[src/rtl/regseq_pkg.sv]
package regseq_pkg;
  localparam logic [7:0]  ADDR_PROD_ID   = 8'h72;
  localparam logic [7:0]  ADDR_GLOBAL    = 8'h68;
  localparam logic [7:0]  ADDR_STATUS    = 8'h02;
  localparam logic [7:0]  ADDR_FILTER    = 8'h5C;
  localparam logic [7:0]  ADDR_DECIM     = 8'h64;
  localparam logic [15:0] PROD_ID_VALUE  = 16'h4079;
  localparam logic [15:0] SELFTEST_WORD  = 16'h0004;
  localparam int          SELFTEST_FAIL  = 5;

  typedef enum logic [1:0] {F_IDLE, F_SETUP, F_LOW, F_HIGH} frame_state_t;
  typedef enum logic [2:0] {A_IDLE, A_F1, A_G1, A_F2, A_G2} acc_state_t;
  typedef enum logic [3:0] {
    S_IDLE, S_CMD, S_RLO, S_RWAIT, S_ID, S_STW, S_STWAIT, S_STRD,
    S_CFG1, S_CFG2, S_CFGWAIT
  } seq_state_t;
endpackage

[src/rtl/regseq_frame.sv]
module regseq_frame #(
  parameter int HALF    = 50,
  parameter int SETUP_T = 100
) (
  input  logic        clk,
  input  logic        rst,
  input  logic        start,
  input  logic [15:0] tx,
  output logic        done,
  output logic [15:0] rx,
  output logic        cs_n,
  output logic        sclk,
  output logic        mosi,
  input  logic        miso
);
  import regseq_pkg::*;
  localparam int CMAX = (HALF > SETUP_T) ? HALF : SETUP_T;
  localparam int CW   = $clog2(CMAX + 1);

  frame_state_t   st;
  logic [CW-1:0]  cnt;
  logic [15:0]    sh;
  logic [3:0]     nbit;

  always_ff @(posedge clk) begin
    if (rst) begin
      st <= F_IDLE; cs_n <= 1'b1; sclk <= 1'b1; mosi <= 1'b0;
      done <= 1'b0; rx <= '0; sh <= '0; cnt <= '0; nbit <= '0;
    end else begin
      done <= 1'b0;
      unique case (st)
        F_IDLE: if (start) begin
          sh <= tx; cs_n <= 1'b0; nbit <= '0;
          cnt <= CW'(SETUP_T - 1); st <= F_SETUP;
        end
        F_SETUP: if (cnt == '0) begin
          sclk <= 1'b0; mosi <= sh[15]; cnt <= CW'(HALF - 1); st <= F_LOW;
        end else cnt <= cnt - 1'b1;
        F_LOW: if (cnt == '0) begin
          sclk <= 1'b1; rx <= {rx[14:0], miso}; sh <= {sh[14:0], 1'b0};
          cnt <= CW'(HALF - 1); st <= F_HIGH;
        end else cnt <= cnt - 1'b1;
        F_HIGH: if (cnt == '0) begin
          if (nbit == 4'd15) begin
            cs_n <= 1'b1; done <= 1'b1; st <= F_IDLE;
          end else begin
            nbit <= nbit + 1'b1; sclk <= 1'b0; mosi <= sh[15];
            cnt <= CW'(HALF - 1); st <= F_LOW;
          end
        end else cnt <= cnt - 1'b1;
        default: st <= F_IDLE;
      endcase
    end
  end


  clk_idle_high_chk: assert property (@(posedge clk) disable iff (rst)
    cs_n |-> sclk);

  cs_setup_chk: assert property (@(posedge clk) disable iff (rst)
    $fell(cs_n) |=> sclk);
endmodule

[src/rtl/regseq_access.sv]
module regseq_access #(
  parameter int HALF    = 50,
  parameter int SETUP_T = 100,
  parameter int STALL_T = 2000
) (
  input  logic        clk,
  input  logic        rst,
  input  logic        go,
  input  logic        wr,
  input  logic [7:0]  addr,
  input  logic [15:0] wdata,
  output logic        ack,
  output logic [15:0] rdata,
  output logic        cs_n,
  output logic        sclk,
  output logic        mosi,
  input  logic        miso
);
  import regseq_pkg::*;
  localparam int SW = $clog2(STALL_T + 1);

  acc_state_t   st;
  logic [SW-1:0] gap;
  logic         f_start, f_done;
  logic [15:0]  f_tx, f_rx, second;
  logic [7:0]   addr_next;

  assign addr_next = addr + 8'd1;

  regseq_frame #(.HALF(HALF), .SETUP_T(SETUP_T)) u_frame (
    .clk(clk), .rst(rst), .start(f_start), .tx(f_tx), .done(f_done),
    .rx(f_rx), .cs_n(cs_n), .sclk(sclk), .mosi(mosi), .miso(miso));

  always_ff @(posedge clk) begin
    if (rst) begin
      st <= A_IDLE; ack <= 1'b0; rdata <= '0; gap <= '0;
      f_start <= 1'b0; f_tx <= '0; second <= '0;
    end else begin
      ack <= 1'b0;
      f_start <= 1'b0;
      unique case (st)
        A_IDLE: if (go) begin
          f_tx    <= wr ? {1'b1, addr[6:0], wdata[7:0]} : {addr, 8'h00};
          second  <= wr ? {1'b1, addr_next[6:0], wdata[15:8]} : 16'h0000;
          f_start <= 1'b1; st <= A_F1;
        end
        A_F1: if (f_done) begin gap <= SW'(STALL_T - 1); st <= A_G1; end
        A_G1: if (gap == '0) begin
          f_tx <= second; f_start <= 1'b1; st <= A_F2;
        end else gap <= gap - 1'b1;
        A_F2: if (f_done) begin
          rdata <= f_rx; gap <= SW'(STALL_T - 1); st <= A_G2;
        end
        A_G2: if (gap == '0) begin ack <= 1'b1; st <= A_IDLE; end
              else gap <= gap - 1'b1;
        default: st <= A_IDLE;
      endcase
    end
  end


  no_start_in_gap_chk: assert property (@(posedge clk) disable iff (rst)
    (st == A_G1 || st == A_G2) |-> cs_n);
endmodule

[src/rtl/imu_regseq.sv]
module imu_regseq #(
  parameter int CLK_HZ      = 100_000_000,
  parameter int SCLK_HALF   = 50,
  parameter int CS_SETUP_US = 1,
  parameter int STALL_US    = 20,
  parameter int RST_LOW_US  = 10_000,
  parameter int RST_WAIT_US = 310_000,
  parameter int SELFTEST_US = 24_000,
  parameter int CFG_WAIT_US = 200
) (
  input  logic        clk,
  input  logic        rst,
  input  logic        boot_req,
  input  logic        cmd_valid,
  input  logic        cmd_write,
  input  logic [7:0]  cmd_addr,
  input  logic [15:0] cmd_wdata,
  output logic        busy,
  output logic        done,
  output logic [15:0] rdata,
  output logic        sen_rst_n,
  output logic        sen_cs_n,
  output logic        sen_sclk,
  output logic        sen_mosi,
  input  logic        sen_miso
);
  import regseq_pkg::*;
  localparam int TPU        = CLK_HZ / 1_000_000;
  localparam int SETUP_T    = CS_SETUP_US * TPU;
  localparam int STALL_T    = STALL_US * TPU;
  localparam int RST_LOW_T  = RST_LOW_US * TPU;
  localparam int RST_WAIT_T = RST_WAIT_US * TPU;
  localparam int SELFTEST_T = SELFTEST_US * TPU;
  localparam int CFG_T      = CFG_WAIT_US * TPU;
  localparam int M1 = (RST_LOW_T > RST_WAIT_T) ? RST_LOW_T : RST_WAIT_T;
  localparam int M2 = (SELFTEST_T > CFG_T) ? SELFTEST_T : CFG_T;
  localparam int WW = $clog2(((M1 > M2) ? M1 : M2) + 1);

  seq_state_t    st;
  logic [WW-1:0] wcnt;
  logic          go, wr, ack;
  logic [7:0]    addr;
  logic [15:0]   wdata, acc_rdata;

  regseq_access #(.HALF(SCLK_HALF), .SETUP_T(SETUP_T), .STALL_T(STALL_T)) u_acc (
    .clk(clk), .rst(rst), .go(go), .wr(wr), .addr(addr), .wdata(wdata),
    .ack(ack), .rdata(acc_rdata), .cs_n(sen_cs_n), .sclk(sen_sclk),
    .mosi(sen_mosi), .miso(sen_miso));

  assign busy = (st != S_IDLE);

  always_ff @(posedge clk) begin
    if (rst) begin
      st <= S_IDLE; sen_rst_n <= 1'b1; done <= 1'b0; go <= 1'b0;
      wr <= 1'b0; addr <= '0; wdata <= '0; wcnt <= '0; rdata <= '0;
    end else begin
      done <= 1'b0;
      go   <= 1'b0;
      unique case (st)
        S_IDLE:
          if (boot_req) begin
            sen_rst_n <= 1'b0; wcnt <= WW'(RST_LOW_T - 1); st <= S_RLO;
          end else if (cmd_valid) begin
            go <= 1'b1; wr <= cmd_write; addr <= cmd_addr; wdata <= cmd_wdata;
            st <= S_CMD;
          end
        S_CMD: if (ack) begin rdata <= acc_rdata; done <= 1'b1; st <= S_IDLE; end
        S_RLO:
          if (wcnt == '0) begin
            sen_rst_n <= 1'b1; wcnt <= WW'(RST_WAIT_T - 1); st <= S_RWAIT;
          end else wcnt <= wcnt - 1'b1;
        S_RWAIT:
          if (wcnt == '0) begin
            go <= 1'b1; wr <= 1'b0; addr <= ADDR_PROD_ID; st <= S_ID;
          end else wcnt <= wcnt - 1'b1;
        S_ID: if (ack) begin
          if (acc_rdata == PROD_ID_VALUE) begin
            go <= 1'b1; wr <= 1'b1; addr <= ADDR_GLOBAL; wdata <= SELFTEST_WORD;
            st <= S_STW;
          end else begin
            sen_rst_n <= 1'b0; wcnt <= WW'(RST_LOW_T - 1); st <= S_RLO;
          end
        end
        S_STW: if (ack) begin wcnt <= WW'(SELFTEST_T - 1); st <= S_STWAIT; end
        S_STWAIT:
          if (wcnt == '0) begin
            go <= 1'b1; wr <= 1'b0; addr <= ADDR_STATUS; st <= S_STRD;
          end else wcnt <= wcnt - 1'b1;
        S_STRD: if (ack) begin
          go <= 1'b1; wr <= 1'b1;
          if (acc_rdata[SELFTEST_FAIL]) begin
            addr <= ADDR_GLOBAL; wdata <= SELFTEST_WORD; st <= S_STW;
          end else begin
            addr <= ADDR_FILTER; wdata <= '0; st <= S_CFG1;
          end
        end
        S_CFG1: if (ack) begin
          go <= 1'b1; wr <= 1'b1; addr <= ADDR_DECIM; wdata <= '0; st <= S_CFG2;
        end
        S_CFG2: if (ack) begin wcnt <= WW'(CFG_T - 1); st <= S_CFGWAIT; end
        S_CFGWAIT:
          if (wcnt == '0) begin done <= 1'b1; st <= S_IDLE; end
          else wcnt <= wcnt - 1'b1;
        default: st <= S_IDLE;
      endcase
    end
  end


  cs_idle_in_reset_chk: assert property (@(posedge clk) disable iff (rst)
    !sen_rst_n |-> sen_cs_n);

  done_pulse_chk: assert property (@(posedge clk) disable iff (rst)
    done |=> !done);

  done_not_busy_chk: assert property (@(posedge clk) disable iff (rst)
    done |-> !busy);
endmodule

[config.mk]
export PLATFORM = sky130hd
export DESIGN_NAME = imu_regseq
export DESIGN_NICKNAME = d
export VERILOG_FILES = /design/src/rtl/regseq_pkg.sv /design/src/rtl/regseq_frame.sv /design/src/rtl/regseq_access.sv /design/src/rtl/imu_regseq.sv
export SDC_FILE = /design/constraint.sdc
export NUM_CORES = 1
export LEC_CHECK = 0
export CAP_MARGIN = 15
export CORE_AREA = 2 2 141 212
export CTS_BUF_LIST = sky130_fd_sc_hd__clkbuf_8
export DETAILED_ROUTE_END_ITERATION = 10
export DIE_AREA = 0 0 143 214
export SYNTH_ARGS = -nofsm -noshare
export SYNTH_HDL_FRONTEND = slang
export SYNTH_SLANG_ARGS = --single-unit
[constraint.sdc]
create_clock -name clk -period 2.5 [get_ports clk]
set_clock_uncertainty 0.05 [all_clocks]
set_input_delay 0.375 -clock clk [delete_from_list [all_inputs] [get_ports clk]]
set_output_delay 0.375 -clock clk [all_outputs]
set_load 0.05 [all_outputs]
==> impl_metrics.toml, run 1 <==
[die]
start_util_pct = 29.92
num_rows = 76
die-area_um2 = 30600
die_h_um = 214
ios = 52
core_um2 = 28620
die_w_um = 143

[global_routing]
grt_max_degree = 105
grt_pass1_vias = 7519
antenna_found_initial = 0
grt-ovfl-total = 0
grt_usage_pct = 15.01
grt_pass1_wl_um = 37350

[pwr]
powerDensity_nw_per_um2 = 1065
leakagePower_nw = 3.464
peakVddDrop_uv = 437.1

[clock_network]
clk_latency_ns = 0.49
cts_max_level = 4
cts_sinks = 186
clockBufferDepth = 2
clk_pin_slew_ns = 0.09
ctsHoldBuffers = 0
cts_made_buffers = 17
root_buffer = "clkbuf_8"
cts_tree = "built"

[setup_path]
crit_required_ns = 2.87
cp_slowest_cell = "or4b_2"
critical_path_buf_inv_count = 1
reg2reg_from = "wcnt[17]$_SDFFE_PP0P_"
endpoint_kind = "flop"
crit_type = "reg2reg"
r2r_end = "done$_SDFF_PP0_"
crit_family = "simple AND/OR/NAND/NOR gates"
crit_path_max_fanout = 5
r2r_cells = 6
slowest_delay_ns = 0.68
crit_arrival_ns = 2.79
r2r_setup_slack_ns = 0.08
cp_cell_sequence = "or4_1, buf_4, and4b_1, nand2_2, or4b_2, a21oi_1"
cp-start-kind = "flop"

[drt]
viasPerCell = 5.091
wire_per_inst_um = 14.72
totalWireLength_um = 22910
final_antenna_net_count = 0
drt_iter0_drc = 471
drtPass1Iterations = 5
drc = 0
via_count = 7921

[run]
cap_violations = 0

[min_path]
hold_path.startpoint = "rst"
hold_class = "in2reg"
hold_depth = 2
min_to = "wcnt[6]$_SDFFE_PP0P_"

[logic_synthesis]
yosysUniqueCellTypes = 71
ys_seq_area_share_pct = 43.48
synthTopCellsByArea = "dfxtp_1 (43%), nand2_1 (8.7%), a21oi_1 (7.5%)"
syn_area_um2 = 8563
synth_area_per_cell_um2 = 7.842
synth_nets = 1127
yosysWarningCount = 0
synth_top_area_cell = "dfxtp_1"
async_flop_share_pct = 0
synth_edf_count = 0
synth_top_area_share_pct = 43.48
synth_cells = 1092
yosys_most_used_dff = "dfxtp_1"
ys_ff_latch = 186

[timing]
period_share_pct = 96.66
max_clock_freq_mhz = 413.8
slew_violations = 0
fin_crit_ns = 2.417
worstMarginPinSlew_ns = 0.8223
rsz0062_at_grt = "yes"
fin_hold_ws_ns = 0.3560
hold_viol = 0
slew-limit-headroom_pct = 45.18
timing.final.ws_setup_ns = 0.08348
tns_ns = 0
setup_viol = 0

[placement]
dp_hpwl_um = 15980
numPortBuffers = 51
place.gp.congestion = 0.8539
post-place-ws_ns = -0.001396
placed_cell_area_um2 = 9804

[layout]
final_area_um2 = 10300
ff_latch_area_um2 = 3725
drive_above_1_share_pct = 11.06
multiInputGateArea_um2 = 4551
final_cell_mix = "nand2_1 (197), dfxtp_1 (185), a21oi_1 (127)"
fin_nets = 1189
syn_to_final_growth_pct = 20.34
antenna_cells = 0
num-fill-cells = 3016
layout_commonest_cell = "nand2_1"

[outcome]
outcome = "completed"
==> power by group <==
group | internal [W] | total (W) | switching (W)
combinational | 0.00208 | 0.00503 | 0.00295
clock | 0.000886 | 0.00195 | 0.00107
sequential | 0.00351 | 0.00400 | 0.000483
==> through the flow <==
stage | total power, W | instances | util, %
after floorplan | 0.007213 | 1092 | -
after global placement | 0.008824 | 1520 | 34.25
after detailed placement | 0.008892 | 1520 | 34.25
after CTS | 0.01087 | 1551 | 35.61
after global routing | 0.01175 | 1556 | 36.00
final | 0.01098 | 1556 | 36.00
==> layout make-up <==
type	count	area share [%]
sequential	186	36.15
clock buffer	21	2.805
inverter	14	0.5100
clock inverter	10	0.8985
timing repair buffer	120	10.75
multi-input combinational	815	44.16
tap	390	4.735
==> cells in the mapped netlist, types with 3 or more instances <==
library cell,instances
nor4_1,4
or2_2,3
o21ai_0,35
a31oi_1,10
buf_4,3
ha_1,5
a311oi_1,24
a21boi_0,4
nor3_1,27
and2_1,4
a211oi_1,24
a21oi_1,128
nand3_1,51
o21a_1,3
o32ai_1,3
xor2_1,14
or4_1,6
o31ai_1,7
or3b_2,5
or3_1,14
nand3b_1,4
dfxtp_1,186
nand4_1,4
nor2_1,112
nor2b_1,7
clkbuf_1,65
buf_2,6
and3_1,9
mux2i_1,20
a221oi_1,4
inv_1,14
o211ai_1,3
xnor2_1,3
nand4b_1,4
nor3b_1,6
a21o_1,5
buf_1,3
nand2b_1,13
nand2_1,198
o22ai_1,8
==> metal layers <==
| metal | GRT usage (%) | share of wire [%] | vias up |
|---|---|---|---|
| met5 | 0 | 0 | - |
| met4 | 6.304 | 2.8 | 0 |
| met2 | 25.25 | 50 | 142 |
| li1 | - | - | 4016 |
| met1 | 18.48 | 44 | 3724 |
| met3 | 3.018 | 3.3 | 39 |
==> how the worst max path moves through the flow <==
stage | from | to | slack [ns] | depth (start not counted)
2_1_floorplan | st[0]$_SDFFE_PP0P_ | addr[2]$_SDFFE_PP0P_ | 0.12 | 8
3_3_place_gp | u_acc.gap[1]$_SDFFE_PP0P_ | u_acc.gap[5]$_SDFFE_PP0P_ | 0.1 | 8
3_5_place_dp | u_acc.gap[1]$_SDFFE_PP0P_ | u_acc.gap[5]$_SDFFE_PP0P_ | -0.001 | 8
4_1_cts | u_acc.gap[1]$_SDFFE_PP0P_ | u_acc.gap[4]$_SDFFE_PP0P_ | 0.01 | 8
5_1_grt | wcnt[0]$_SDFFE_PP0P_ | addr[0]$_SDFFE_PP0P_ | -0.02 | 9
6_report | wcnt[17]$_SDFFE_PP0P_ | done$_SDFF_PP0_ | 0.08 | 6
==> flip-flops by register name, summed over array words and instances, names as in the netlist, 2 cells and up <==
name	cells
wcnt	25
u_acc.gap	11
st	4
wdata	16
u_acc.st	3
rdata	16
u_acc.u_frame.cnt	7
u_acc.f_tx	16
u_acc.second	16
u_acc.u_frame.nbit	4
u_acc.u_frame.st	2
u_acc.rdata	16
u_acc.u_frame.sh	16
u_acc.u_frame.rx	16
addr	8
==> logic make-up (layout without fill, tap and decap cells) <==
kind of cell | Yosys count | after routing | share of synthesized area, %
buf+inv | 91 | 165 | 4.208
xor+xnor | 17 | 17 | 1.739
mux | 21 | 21 | 2.469
flops | 186 | 186 | 43.48
simple gates | 484 | 484 | 26.18
compound gates | 288 | 288 | 21.19
fa+ha+maj | 5 | 5 | 0.7306
==> repair_timing <==
action | 4_1_cts | 5_1_grt
endpoints found under the setup margin | 1 | 38
pin swaps | 0 | 5
setup buffers | 0 | 4
gates resized for setup | 1 | 12
cloned | 0 | 1
No activity file was read; power rests on OpenSTA's default activity.
==> inputs of run 2 (changes only) <==
Settings changed: CORE_AREA 2 2 141 212 to 2 2 147 221, DIE_AREA 0 0 143 214 to 0 0 149 223, SYNTH_HIERARCHICAL from default to 1.
Clock period 2.5 ns to 2.2 ns, I/O delays scaled along.
==> impl_metrics.toml, run 2 <==
[layout]
num-fill-cells = 3212
final_area_um2 = 12130
drive_above_1_share_pct = 26.94
multiInputGateArea_um2 = 5493
syn_to_final_growth_pct = 31.06
fin_nets = 1323
final_cell_mix = "nand2_1 (190), dfxtp_1 (180), buf_4 (149)"
ff_latch_area_um2 = 3734
regMostFlops = "wcnt"
layout_commonest_cell = "nand2_1"
antenna_cells = 0
largest_reg_flops = 25
utilization_pct = 38.60

[pwr]
leakagePower_nw = 4.368
p_total_w = 0.01345
powerDensity_nw_per_um2 = 1109
p_int_w = 0.007984
switching_share_pct = 40.64
peakVddDrop_uv = 494.6
pwr-share-seq_pct = 32.6
p_switching_w = 0.005467
pwr-share-comb_pct = 51.1
clkPwrFrac_pct = 16.4

[logic_synthesis]
synth_area_per_cell_um2 = 8.243
ys_seq_area_share_pct = 40.23
syn_area_um2 = 9256
async_flop_share_pct = 0
yosysUniqueCellTypes = 87
synth_top_area_cell = "dfxtp_1"
ys_ff_latch = 186
yosys-top-cells-count = "nand2_1 (192), dfxtp_1 (186), a21oi_1 (135)"
synth_top_area_share_pct = 40.23
yosys_most_used_dff = "dfxtp_1"
yosysWarningCount = 6
synth_edf_count = 0
synth_cells = 1123
yosysMostFrequentCell = "nand2_1"
synthTopCellsByArea = "dfxtp_1 (40%), nand2_1 (7.8%), a21oi_1 (7.3%)"
synth_nets = 1160

[min_path]
hold_class = "in2reg"

[die]
die-area_um2 = 33230
core_um2 = 31430
num_rows = 80
die_h_um = 223
die_w_um = 149
ios = 52
start_util_pct = 29.45

[drt]
totalWireLength_um = 27480
viasPerCell = 5.211
wire_per_inst_um = 16.08
via_count = 8906
drc = 0
final_antenna_net_count = 0
drtPass1Iterations = 5
drt_iter0_drc = 460

[timing]
period_share_pct = 120.8
slew-limit-headroom_pct = 33.04
slew_violations = 0
worstMarginPinSlew_ns = 0.9938
timing.final.ws_setup_ns = -0.4578
fin_hold_ws_ns = 0.1447
tns_ns = -13.58
max_clock_freq_mhz = 376.3
hold_viol = 0
fin_crit_ns = 2.658
setup_viol = 41
rsz0062_at_grt = "yes"

[clock_network]
clk_latency_ns = 0.51
cts_max_level = 4
cts_made_buffers = 17
clk_pin_slew_ns = 0.11
clockBufferDepth = 2
cts_tree = "built"
cts_sinks = 186
root_buffer = "clkbuf_8"
ctsHoldBuffers = 0

[setup_path]
crit_type = "reg2reg"
slowest_delay_ns = 0.53
cp_cell_sequence = "or4_4, or4_4, or3_4, o211a_4, bufbuf_16, a311oi_2"
crit_family = "simple AND/OR/NAND/NOR gates"
cp-start-kind = "flop"
crit_arrival_ns = 3.02
cp_slowest_cell = "or4_4"
path_common_cell = "or4_4"
endpoint_kind = "flop"
crit_path_max_fanout = 6
critical_path_buf_inv_count = 1
crit_required_ns = 2.56

[global_routing]
grt_max_degree = 63
grt-ovfl-total = 0
grt_pass1_vias = 8834
antenna_found_initial = 0
grt_pass1_wl_um = 44640
grt_usage_pct = 16.73

[placement]
placed_cell_area_um2 = 11140
place.gp.congestion = 0.8905
numPortBuffers = 51
dp_hpwl_um = 19550

[outcome]
outcome = "complete, but fails checks"
violations = "setup timing"

[run]
cap_violations = 0
## run 2: changes by cell type in the layout (fill, tap and decap cells not counted), moves of 9 or more
cell and delta:
buf_4 +85, buf_6 +12, nor2_1 -40, a211oi_2 +18
a311oi_2 +16, a311oi_1 -20, o21ai_0 -9, a211oi_1 -18
a31o_2 +9
## run 2: layout make-up
type	count	area share, %
tap	410	4.229
multi-input combinational	842	45.28
timing repair buffer	221	16.18
clock inverter	15	1.052
inverter	18	0.5569
clock buffer	17	1.929
sequential	186	30.78
## run 2: worst paths after layout
path	from	to	slack, ns	cells after the start
max	wcnt[16]$_SDFFE_PP0P_	wcnt[16]$_SDFFE_PP0P_	-0.46	6
min	rst	wcnt[14]$_SDFFE_PP0P_	0.14	2
max reg2reg	wcnt[16]$_SDFFE_PP0P_	wcnt[16]$_SDFFE_PP0P_	-0.46	6
min reg2reg	u_acc/u_frame/rx[5]$_SDFFE_PP0P_	u_acc/u_frame/rx[6]$_SDFFE_PP0P_	0.40	2
## run 2: power by group through the flow
stage / Combinational, W / Clock, W / Sequential, W
floorplan: 0.00358 / 0 / 0.00435
global placement: 0.00566 / 0 / 0.00443
detailed placement: 0.00572 / 0 / 0.00444
CTS: 0.00640 / 0.00229 / 0.00437
global route: 0.00742 / 0.00240 / 0.00446
finish: 0.00687 / 0.00220 / 0.00438
## run 2: per-layer routing
| metal | up-vias | routed length, um | track usage, % |
|---|---|---|---|
| li1 | 4405 | - | - |
| met1 | 4264 | 11500 | 19.06 |
| met2 | 165 | 14010 | 29.57 |
| met3 | 72 | 671 | 2.270 |
| met4 | 0 | 1289 | 9.647 |
| met5 | - | 0 | 0 |
## run 2: what timing repair did
| item | 4_1_cts | 5_1_grt |
|---|---|---|
| pin swaps | 20 | 28 |
| setup endpoints to repair | 58 | 57 |
| gates cloned | 4 | 0 |
| resized for setup | 73 | 42 |
| buffers inserted | 7 | 6 |
## run 2: metrics by stage
stage / setup WS [ns] / cells
after floorplan: -0.2997 / 1123
after global placement: -0.4985 / 1662
after detailed placement: -0.4978 / 1662
after CTS: -0.4128 / 1705
after global routing: -0.4977 / 1709
final: -0.4578 / 1709
## run 2: worst register-to-register path, delay by kind of cell, from the launching register on
kind | cells | cell delay [ns]
and+or+nand+nor | 3 | 1.41
AOI/OAI and AO/OA | 2 | 0.50
buffers and inverters | 1 | 0.29
DFF | 1 | 0.33
## run 2: cells by family after synthesis
| logic type | count (synthesis) | share of synthesized area [%] |
|---|---|---|
| adders and majority gates | 8 | 1.054 |
| muxes | 18 | 1.946 |
| DFF | 186 | 40.23 |
| and+or+nand+nor | 485 | 26.30 |
| xor gates and xnor gates | 11 | 1.122 |
| AOI/OAI and AO/OA | 319 | 24.24 |
| buffers and inverters | 96 | 5.109 |
==> inputs of run 3 (changes only) <==
Settings changed: CAP_MARGIN 15 to 10, CORE_AREA 2 2 147 221 to 4 4 149 223, DIE_AREA 0 0 149 223 to 0 0 153 227, SLEW_MARGIN from default to 20.
==> impl_metrics.toml, run 3 (synthesized netlist as in run 2, its figures left out) <==
[timing]
timing.final.ws_setup_ns = -0.4377
max_clock_freq_mhz = 379.1
slew-limit-headroom_pct = 36.17
slew_violations = 0
period_share_pct = 119.9
fin_crit_ns = 2.638
fin_hold_ws_ns = 0.1459
worstMarginPinSlew_ns = 0.9475
setup_viol = 39
rsz0062_at_grt = "yes"
hold_viol = 0

[setup_path]
slowest_delay_ns = 0.54
cp-start-kind = "flop"
cp_cell_sequence = "or4_4, or4_4, or3_4, buf_4, o211a_4, buf_4, o32ai_2"
cp_slowest_cell = "or4_4"
crit_path_max_fanout = 6
crit_type = "reg2reg"
crit_arrival_ns = 3.01
crit_required_ns = 2.57
crit_family = "simple AND/OR/NAND/NOR gates"
endpoint_kind = "flop"
critical_path_buf_inv_count = 2

[layout]
fin_nets = 1335
layout_commonest_cell = "nand2_1"
drive_above_1_share_pct = 26.85
multiInputGateArea_um2 = 5438
regMostFlops = "wcnt"
syn_to_final_growth_pct = 31.54
largest_reg_flops = 25
utilization_pct = 39.23
final_cell_mix = "nand2_1 (190), dfxtp_1 (183), buf_4 (161)"
ff_latch_area_um2 = 3730
num-fill-cells = 3224

[global_routing]
grt_pass1_vias = 8846
grt_max_degree = 64
grt-ovfl-total = 0
antenna_found_initial = 1
grt_pass1_wl_um = 45600
grt_usage_pct = 16.10

[die]
die_w_um = 153
core_um2 = 31040
start_util_pct = 29.82
ios = 52
die_h_um = 227
num_rows = 79
die-area_um2 = 34730

[clock_network]
root_buffer = "clkbuf_8"
ctsHoldBuffers = 0
clk_latency_ns = 0.50
clockBufferDepth = 2
clk_pin_slew_ns = 0.11
cts_tree = "built"
cts_sinks = 186
cts_max_level = 4
cts_made_buffers = 17

[pwr]
p_switching_w = 0.005472
clkPwrFrac_pct = 17.3
p_int_w = 0.007942
leakagePower_nw = 4.418
switching_share_pct = 40.79
peakVddDrop_uv = 571.4
pwr-share-comb_pct = 50.2
powerDensity_nw_per_um2 = 1102
pwr-share-seq_pct = 32.4

[drt]
viasPerCell = 5.221
drtPass1Iterations = 5
drc = 0
totalWireLength_um = 28130
final_antenna_net_count = 0
via_count = 8965
wire_per_inst_um = 16.38
drt_iter0_drc = 449

[outcome]
outcome = "complete, but fails checks"
violations = "setup timing"

[min_path]
hold_class = "in2reg"

[placement]
place.gp.congestion = 0.8920
dp_hpwl_um = 20230
numPortBuffers = 51

[run]
cap_violations = 0
## run 3: per-layer routing
| metal | GRT usage [%] | part of all wire [%] | up-vias |
|---|---|---|---|
| met4 | 6.759 | 2.8 | 0 |
| met1 | 18.20 | 41 | 4308 |
| met3 | 2.510 | 2.7 | 52 |
| met5 | 0 | 0 | - |
| li1 | - | - | 4433 |
| met2 | 30.09 | 53 | 172 |
## run 3: per-stage QoR
stage | instances | worst slack (ns) | TNS (ns) | power, W | area [um2]
after floorplan | 1123 | -0.2997 | -7.519 | 0.007931 | 9286
after global placement | 1672 | -0.5177 | -17.42 | 0.01027 | 11290
after detailed placement | 1672 | -0.5250 | -18.51 | 0.01034 | 11290
after CTS | 1711 | -0.4098 | -11.56 | 0.01316 | 11970
after global routing | 1717 | -0.4959 | -15.11 | 0.01423 | 12180
final | 1717 | -0.4377 | -12.69 | 0.01341 | 12180
## run 3: worst reg2reg max path, cell delays in order (launching register included)
cell and delay (ns):
dfxtp_2 0.33, or4_4 0.54, or4_4 0.53, or3_4 0.37
buf_4 0.15, o211a_4 0.27, buf_4 0.15, o32ai_2 0.18
## run 3: worst paths after layout
check,depth (start not counted),from,end,slack (ns)
hold / removal,2,rst,u_acc/u_frame/sh[0]$_SDFFE_PP0P_,0.15
hold reg to reg,2,u_acc/second[15]$_SDFFE_PP0P_,u_acc/second[15]$_SDFFE_PP0P_,0.41
setup / recovery,7,wcnt[14]$_SDFFE_PP0P_,wcnt[5]$_SDFFE_PP0P_,-0.44
setup reg to reg,7,wcnt[14]$_SDFFE_PP0P_,wcnt[5]$_SDFFE_PP0P_,-0.44
## run 3: layout make-up
cell class,count,area share [%]
diodes,1,0.02055
clock buffers,17,1.922
clock inverters,15,1.315
inverters,18,0.5549
multi-input cells,842,44.66
flip-flops and latches,186,30.63
well taps,405,4.162
repair buffers,233,16.73
## run 3: power by group through the flow
stage	Clock [W]	Combinational, W	Sequential [W]
floorplan	0	0.00358	0.00435
global placement	0	0.00588	0.00439
detailed placement	0	0.00593	0.00441
CTS	0.00241	0.00641	0.00434
global route	0.00253	0.00728	0.00443
finish	0.00233	0.00674	0.00435
## run 3: timing repair
item                       4_1_cts  5_1_grt
buffers inserted                 5        5
gates resized for setup         60       38
setup endpoints to repair       58       56
gates cloned                     2        0
pin swaps                       10       13
